<file path="src/rtl/pfc_pkg.sv">
package pfc_pkg;

  typedef enum logic [3:0] {
    OP_HOLD    = 4'd0,
    OP_STEP    = 4'd1,
    OP_JABS    = 4'd2,
    OP_JREL    = 4'd3,
    OP_JREG    = 4'd4,
    OP_BEQ     = 4'd5,
    OP_BNE     = 4'd6,
    OP_SETMODE = 4'd7,
    OP_RDHI    = 4'd8,
    OP_RDLO    = 4'd9,
    OP_WRHI    = 4'd10,
    OP_WRLO    = 4'd11
  } pfc_op_e;

  typedef enum logic [2:0] {
    CM_OFF    = 3'd0,
    CM_TAKEN  = 3'd1,
    CM_CTRUE  = 3'd2,
    CM_CFALSE = 3'd3,
    CM_STALL  = 3'd4
  } cnt_mode_e;

  // events raised by the PC logic for the counter
  typedef struct packed {
    logic taken;
    logic cond_true;
    logic cond_false;
    logic stalled;
  } pfc_evt_t;

endpackage

</file>
<file path="src/rtl/pfc_next_pc.sv">
module pfc_next_pc
  import pfc_pkg::*;
#(
  parameter int PC_W  = 16,
  parameter int OFS_W = 8
) (
  input  logic [PC_W-1:0] pc,
  input  logic [3:0]      op,
  input  logic            zero,
  input  logic [PC_W-1:0] imm,
  input  logic [PC_W-1:0] rf,
  output logic [PC_W-1:0] nxt,
  output pfc_evt_t        evt
);

  localparam int EXT_W = PC_W - OFS_W;

  logic [PC_W-1:0] pc_inc;
  logic [PC_W-1:0] pc_rel;
  logic [PC_W-1:0] ofs_ext;
  logic            is_cond;
  logic            cond_ok;

  assign ofs_ext = {{EXT_W{imm[OFS_W-1]}}, imm[OFS_W-1:0]};
  assign pc_inc  = pc + {{(PC_W-1){1'b0}}, 1'b1};
  assign pc_rel  = pc + ofs_ext;

  always_comb begin
    is_cond = 1'b0;
    cond_ok = 1'b0;
    case (op)
      OP_BEQ: begin is_cond = 1'b1; cond_ok = zero;  end
      OP_BNE: begin is_cond = 1'b1; cond_ok = ~zero; end
      default: ;
    endcase
  end

  always_comb begin
    nxt       = pc_inc;
    evt       = '0;
    case (op)
      OP_HOLD: begin
        nxt         = pc;
        evt.stalled = 1'b1;
      end
      OP_JABS: begin
        nxt       = imm;
        evt.taken = 1'b1;
      end
      OP_JREL: begin
        nxt       = pc_rel;
        evt.taken = 1'b1;
      end
      OP_JREG: begin
        nxt       = rf;
        evt.taken = 1'b1;
      end
      OP_BEQ, OP_BNE: begin
        nxt = cond_ok ? pc_rel : pc_inc;
      end
      default: nxt = pc_inc;
    endcase
    if (is_cond) begin
      evt.taken      = cond_ok;
      evt.cond_true  = cond_ok;
      evt.cond_false = ~cond_ok;
    end
  end

endmodule

</file>
<file path="src/rtl/pfc_perf_ctr.sv">
module pfc_perf_ctr
  import pfc_pkg::*;
#(
  parameter int CNT_W  = 32,
  parameter int MODE_W = 3
) (
  input  logic              clk,
  input  logic              rst,
  input  logic [3:0]        op,
  input  logic [CNT_W/2-1:0] wr_data,
  input  pfc_evt_t          evt,
  output logic [CNT_W-1:0]  cnt_o,
  output logic [MODE_W-1:0] mode_o,
  output logic [CNT_W/2-1:0] rd_o
);

  localparam int HALF_W = CNT_W / 2;
  localparam int NHALF  = 2;

  logic [CNT_W-1:0]  cnt_q;
  logic [CNT_W-1:0]  cnt_inc;
  logic [MODE_W-1:0] mode_q;
  logic [HALF_W-1:0] rd_q;
  logic              hit;

  // event selection by mode; unlisted modes count nothing
  always_comb begin
    case (mode_q)
      MODE_W'(CM_TAKEN):  hit = evt.taken;
      MODE_W'(CM_CTRUE):  hit = evt.cond_true;
      MODE_W'(CM_CFALSE): hit = evt.cond_false;
      MODE_W'(CM_STALL):  hit = evt.stalled;
      default:            hit = 1'b0;
    endcase
  end

  assign cnt_inc = cnt_q + {{(CNT_W-1){1'b0}}, hit};

  // one register slice per half; a software load of a half overrides the increment
  for (genvar h = 0; h < NHALF; h++) begin : g_half
    logic wr_sel;
    if (h == 0) begin : g_lo
      assign wr_sel = (op == OP_WRLO);
    end else begin : g_hi
      assign wr_sel = (op == OP_WRHI);
    end
    always_ff @(posedge clk) begin
      if (rst) begin
        cnt_q[h*HALF_W +: HALF_W] <= '0;
      end else if (wr_sel) begin
        cnt_q[h*HALF_W +: HALF_W] <= wr_data;
      end else begin
        cnt_q[h*HALF_W +: HALF_W] <= cnt_inc[h*HALF_W +: HALF_W];
      end
    end
  end

  always_ff @(posedge clk) begin
    if (rst) begin
      mode_q <= '0;
    end else if (op == OP_SETMODE) begin
      mode_q <= wr_data[MODE_W-1:0];
    end
  end

  always_ff @(posedge clk) begin
    if (rst) begin
      rd_q <= '0;
    end else if (op == OP_RDHI) begin
      rd_q <= cnt_q[CNT_W-1:HALF_W];
    end else if (op == OP_RDLO) begin
      rd_q <= cnt_q[HALF_W-1:0];
    end
  end

  assign cnt_o  = cnt_q;
  assign mode_o = mode_q;
  assign rd_o   = rd_q;

endmodule

</file>
<file path="src/rtl/pfc_unit.sv">
module pfc_unit
  import pfc_pkg::*;
#(
  parameter int              PC_W   = 16,
  parameter int              OFS_W  = 8,
  parameter int              CNT_W  = 32,
  parameter int              MODE_W = 3,
  parameter logic [PC_W-1:0] RST_PC = 16'hFFF0
) (
  input  logic            clk,
  input  logic            rst,
  input  logic [3:0]      op_i,
  input  logic            flag_z,
  input  logic            flag_n,
  input  logic            flag_v,
  input  logic            flag_c,
  input  logic [PC_W-1:0] rf_i,
  input  logic [PC_W-1:0] imm_i,
  output logic [PC_W-1:0] pm_addr_o,
  output logic [PC_W-1:0] to_rf_o
);

  logic [PC_W-1:0]   pc_q;
  logic [PC_W-1:0]   pc_d;
  pfc_evt_t          evt_w;
  logic [CNT_W-1:0]  cnt_w;
  logic [MODE_W-1:0] mode_w;
  logic              unused_flags;

  assign unused_flags = ^{flag_n, flag_v, flag_c};

  pfc_next_pc #(
    .PC_W  (PC_W),
    .OFS_W (OFS_W)
  ) u_next (
    .pc   (pc_q),
    .op   (op_i),
    .zero (flag_z),
    .imm  (imm_i),
    .rf   (rf_i),
    .nxt  (pc_d),
    .evt  (evt_w)
  );

  always_ff @(posedge clk) begin
    if (rst) pc_q <= RST_PC;
    else     pc_q <= pc_d;
  end

  pfc_perf_ctr #(
    .CNT_W  (CNT_W),
    .MODE_W (MODE_W)
  ) u_ctr (
    .clk     (clk),
    .rst     (rst),
    .op      (op_i),
    .wr_data (rf_i),
    .evt     (evt_w),
    .cnt_o   (cnt_w),
    .mode_o  (mode_w),
    .rd_o    (to_rf_o)
  );

  assign pm_addr_o = pc_q;

endmodule

</file>
<file path="config.mk">
export PLATFORM = sky130hd
export DESIGN_NAME = pfc_unit
export DESIGN_NICKNAME = d
export VERILOG_FILES = /design/src/rtl/pfc_pkg.sv /design/src/rtl/pfc_next_pc.sv /design/src/rtl/pfc_perf_ctr.sv /design/src/rtl/pfc_unit.sv
export SDC_FILE = /design/constraint.sdc
export NUM_CORES = 1
export LEC_CHECK = 0
export ABC_AREA = 1
export BUFFER_PORTS_ARGS = -buffer_cell sky130_fd_sc_hd__buf_2
export CAP_MARGIN = 20
export CORE_ASPECT_RATIO = 0.6
export CORE_UTILIZATION = 59
export DETAILED_ROUTE_END_ITERATION = 8
export MAX_ROUTING_LAYER = met4
export PLACE_DENSITY = 0.82
export SYNTH_ARGS = -nofsm -noshare
export SYNTH_HDL_FRONTEND = slang
export SYNTH_SLANG_ARGS = --single-unit
</file>
<file path="constraint.sdc">
create_clock -name clk -period 3.3 [get_ports clk]
set_input_delay 0.66 -clock clk [delete_from_list [all_inputs] [get_ports clk]]
set_output_delay 0.66 -clock clk [all_outputs]
set_load 0.02 [all_outputs]
</file>
; ---- Yosys cells after proc, flatten, opt, wreduce, memory -nomap -nowiden
; Cells that the tools add are included.
[word_totals]
regBits = 67
input_bits = 42
output_inout_bits = 32
elab_cells = 40
[op_classes]
add_sub_neg = 3
n_eq_ne = 14
muxes = 12
bitwise_logic = 2
reduce_logical = 4
[ops]
columns = operator, n
row1 = $mux W16, 5
row2 = $pmux W16 S5, 1
row3 = $add A32 B1 Y32, 1
row4 = $add A16 B1 Y16 const B, 1
row5 = $add A16 B16 Y16, 1
row6 = $eq A4 B3 Y1 const B, 4
row7 = $eq A4 B4 Y1 const B, 4
row8 = $eq A4 B2 Y1 const B, 2
row9 = $eq A3 B2 Y1 const B, 2
row10 = $logic_not A4 Y1, 1
row11 = $pmux W1 S4, 1
row12 = $eq A3 B1 Y1 const B, 1
row13 = $eq A3 B3 Y1 const B, 1
row14 = $mux W1, 3
row15 = $mux W3, 1
row16 = $reduce_or A3 Y1, 1
row17 = $not A1 Y1, 2
row18 = $pmux W1 S2, 1
row19 = $reduce_bool A2 Y1, 1
row20 = $reduce_or A2 Y1, 1

; ---- Logic depth before layout (Yosys ltp)
[depth]
ltp_word = 7
ltp_mapped = 20
mapped_depth_nobuf = 20

; ---- Hierarchy
; Synthesis repeated with hierarchy kept, for this count alone.
[hier_totals]
cells_unflattened = 927
area_unflattened_um2 = 5408.9
[modules_own_cells]
columns = module, n_inst, cells_each, area_per_inst_um2, seq_area_each_um2
row1 = pfc_perf_ctr, 1, 490, 3060.4, 1021.0
row2 = pfc_next_pc, 1, 387, 1893.1, 0.0
row3 = pfc_unit, 1, 50, 455.4, 320.3

; ---- Worst setup path before layout
; OpenSTA, ideal clock, no wires.
[synth_timing]
path_kind = input to register
startpoint = input port op_i[0]
endpoint = register u_ctr.cnt_q[18], in the netlist u_ctr.cnt_o[18]
setup_ns = 0.116
arrival_ns = 2.785
required_ns = 3.184
setup_slack_ns = 0.399
path_stages = 19
path_buffers = 1
cell_sequence = buf_6 -> nand2_4 -> inv_1 -> o22ai_1 -> nand2_1 -> nand3_1 -> o21ai_0 -> o21ai_0 -> ha_1 -> ha_1 -> nand3_2 -> nor2_4 -> nand2_4 -> nor2_4 -> nand2_1 -> o21ai_1 -> nand3_1 -> o211ai_1 -> inv_1
[synth_between]
elab_chain_len = 7
elab_cells_between_ends = 18
cone_classes = add/sub: 1 / eq/ne: 6 / mux: 7 / bitwise: 1 / reduce/logical: 3
[synth_rtl]
columns = item, line_no
row1 = start: declaration, pfc_unit.sv:12  ; input logic [3:0] op_i,
row2 = "$eq A4 B2 Y1, or another cell as far along", pfc_next_pc.sv:41  ; case (op)
row3 = "$reduce_or A3 Y1 (no line), or another cell as far along", --
row4 = "$mux W1, or another cell as far along", pfc_next_pc.sv:41
row5 = $mux W3, pfc_next_pc.sv:63  ; if (is_cond) begin
row6 = $pmux W1 S4, pfc_perf_ctr.sv:28  ; case (mode_q)
row7 = $add A32 B1 Y32, pfc_perf_ctr.sv:37  ; assign cnt_inc = cnt_q + {{(CNT_W-1){1'b0}}, hit};
row8 = $mux W16 *, pfc_perf_ctr.sv:50  ; end else if (wr_sel) begin
row9 = end signal: indexed assignment, pfc_perf_ctr.sv:51  ; cnt_q[h*HALF_W +: HALF_W] <= wr_data;
row10 = end signal: indexed assignment, pfc_perf_ctr.sv:53  ; cnt_q[h*HALF_W +: HALF_W] <= cnt_inc[h*HALF_W +: HALF_W];
row11 = end: declaration, pfc_perf_ctr.sv:20  ; logic [CNT_W-1:0] cnt_q;
; Every way passes the cells marked *; elsewhere a longest branch is shown, timed or not.
; A chain may end at the register's enable or synchronous reset.

; ---- Worst setup path after layout
[layout_timing]
startpoint = input port op_i[1]
endpoint = register u_ctr.cnt_q[20], in the netlist u_ctr.cnt_o[20]
; The elaborated chain is that of the path after synthesis.

==> qor.txt <==
Final min period: 3.06 ns
Final GP Congestion: 0.985
Final instance area: 6090 um2
Die area: 9460 um2
Multi-input gate area: 3320 um2
Synth Area in Compound Gates: 0.176
Largest family of logic cells by synthesized area: simple AND/OR/NAND/NOR gates
Dpl hpwl: 13.7 mm
Drt via density: 5.96
Syn Nets: 915
Slowest cell delay on critical path: 0.27 ns
FMAX: 327 MHz
Clock Skews: 0.00727 ns
Most common cell after layout, fill and taps aside: nand2_1
Core area: 8650 um2
Final setup viols: 0
Clock sink count: 67
Drt first-iter violations: 879
Critical path's slowest cell: ha_1
Core Util, Final: 0.704
Sw Share: 0.327
Global-route wire length before repair: 27.3 mm
Crit end category: register
Switch Pwr: 0.000853 W
Comb pwr share: 0.241
Hold_buf cts: 0
Critical Path RT: 3.51 ns
Via Count: 6171
Dpl cells: 1020
Final wirelength: 17.8 mm
Primary FF master, synth: dfxtp_1
Clk pwr share: 0.405
Mapped cell area: 5350 um2
Fin nets: 980
Worst slew margin relative to its limit: 0.472
Cell breakdown of the critical path: buf_2 -> nor2_2 -> inv_2 -> nand4_2 -> nand2_2 -> nand3_1 -> o21ai_0 -> o21ai_0 -> ha_1 -> ha_1 -> nand3_2 -> nor2_4 -> nand2_4 -> nor2_4 -> nand2_1 -> o21ai_1 -> nand3_1 -> o211ai_1 -> inv_1
Global route total overflow: 0
Worst-margin pin slew: 0.791 ns
Clock root cell: clkbuf_16
Slew Viols, Final: 0
Outcome: completed
CTS tree: yes
Worst Setup Start Kind: input port
Post-route ant nets: 0
Multiplexer area fraction after synthesis: 0
Crit path max fanout: 5
Die Y: 75.8 um
Die width: 125 um
Sequential Power Share: 0.354
Largest net degree at the start of global routing: 52
Clk slew on worst S/H paths: 0.05 ns
Area grow syn2layout: 13.8%
Internal power: 0.00176 W
Total GRT Usage: 0.391
Hold Fails Final Rpt: 0
DRT Pass-1 Iters: 5
PortBufs: 70
Worst skew pair latency: 0.34 ns
Starting Density: 0.618
Per-cell routed wire length: 17.2 um
Share of cells above drive strength 1: 0.150
RSZ-0062 raised after global routing: no
Post-synth EDFFs: 0
PwrDens: 429 nW/um2
Post-route insts no fill: 1036
Most frequent cells in the layout: 195 x nand2_1, 134 x inv_1, 72 x nor2_1, 70 x buf_2, 69 x nand3_1
Async S/R FF share, synth: 0
Critical path type: in2reg
Sequential area share after synthesis: 0.251
Worst hold path class: reg2reg
Io pins: 74
Xor and xnor fraction of the mapped netlist area: 0.0295
Area share of and/or/nand/nor cells after synthesis: 0.369
Syn avg cell area: 6.26 um2
Fill cells: 753
Yosys reg bits: 67
DR DRC count: 0
Total placed instance area: 5770 um2
Period Utilization, post-route: 0.926
Leakage: 3.11 nW
Num CTS Buffers: 9
Max-Cap Viols: 0
H-tree levels: 3
Antenna violations before repair: 0
CP arrival: 3.27 ns
Row count: 26
Number of global-route vias before repair: 5308
Clk buf depth: 2
Antenna diode count: 0
Maximum VDD drop: 0.291 mV
Post-Synth Adder-Cell Area: 0.0458
Yosys warns: 0
Synth unique cells: 47
Reg area: 1340 um2
Mapped Cells: 854
[sequential cells by signal (all words and copies together), names as in the netlist]
signal	count
pm_addr_o	16
u_ctr.mode_o	3
u_ctr.rd_o	16
u_ctr.cnt_o	32
[layout make-up]
cell class              instances  area share
clock buffers                  12      0.0405
clock inverters                 4      0.0121
inverters                     144      0.0888
multi-input cells             617       0.545
flip-flops and latches         67       0.220
well taps                     112      0.0230
repair buffers                 80      0.0699
[cell families (layout without fill, tap and decap cells)]
kind of cell / after synthesis / count (layout)
and+or+nand+nor: 422 / 422
buffers and inverters: 170 / 240
AOI/OAI and AO/OA: 158 / 158
DFF: 67 / 67
adders and majority gates: 19 / 19
xor gates and xnor gates: 18 / 18
[metal layers]
metal	global-route usage	share of wire
met1	0.536	0.45
met2	0.529	0.39
met3	0.136	0.14
met4	0.123	0.018
met5	-	0
[final timing paths]
path | cells after the start | end | startpoint | slack, ns
max | 19 | u_ctr.cnt_o[20] | op_i[1] | 0.24
min | 2 | u_ctr.rd_o[1] | u_ctr.rd_o[1] | 0.45
max reg2reg | 15 | u_ctr.cnt_o[20] | u_ctr.mode_o[1] | 0.73
min reg2reg | 2 | u_ctr.rd_o[1] | u_ctr.rd_o[1] | 0.45
[through the flow]
stage	hold slack [ns]	TNS [ns]	power (W)	setup slack (ns)
after floorplan	0.484	0	0.00135	0.399
after global placement	0.439	0	0.00152	0.112
after detailed placement	0.445	-0.0725	0.00154	-0.0300
after CTS	0.456	0	0.00258	0.299
after global routing	0.472	0	0.00272	0.0150
final	0.453	0	0.00261	0.244
[Yosys cell counts, types with 14 or more instances]
master / count / area, um2
nor2_1: 73 / 274
ha_1: 18 / 225
a211oi_1: 16 / 120
clkbuf_1: 16 / 60.1
nor3_1: 14 / 70.1
a21oi_1: 44 / 220
nand2_1: 195 / 732
dfxtp_1: 67 / 1340
inv_1: 134 / 503
o21ai_0: 56 / 280
nand4_1: 15 / 93.8
nand3_1: 69 / 345
[power by group through the flow]
stage | clock network, W | logic [W] | registers (W)
6_report | 0.00106 | 0.000630 | 0.000924
5_1_grt | 0.00109 | 0.000701 | 0.000927
4_1_cts | 0.00105 | 0.000609 | 0.000920
3_5_place_dp | 0 | 0.000605 | 0.000937
3_3_place_gp | 0 | 0.000581 | 0.000934
2_1_floorplan | 0 | 0.000406 | 0.000948
[repair_timing]
| action | CTS | global route |
|---|---|---|
| setup buffers | 0 | 0 |
| setup endpoints to repair | 0 | 1 |
| gates resized for setup | 0 | 1 |
[critical path: cells and delay by family]
kind                     cells  cell delay [ns]
AND/OR/NAND/NOR             10             1.26
buffers and inverters        3             0.29
AO/OA/AOI/OAI                4             0.51
adder cells (fa/ha/maj)      2             0.53
Power figures use the tool's default switching activity.
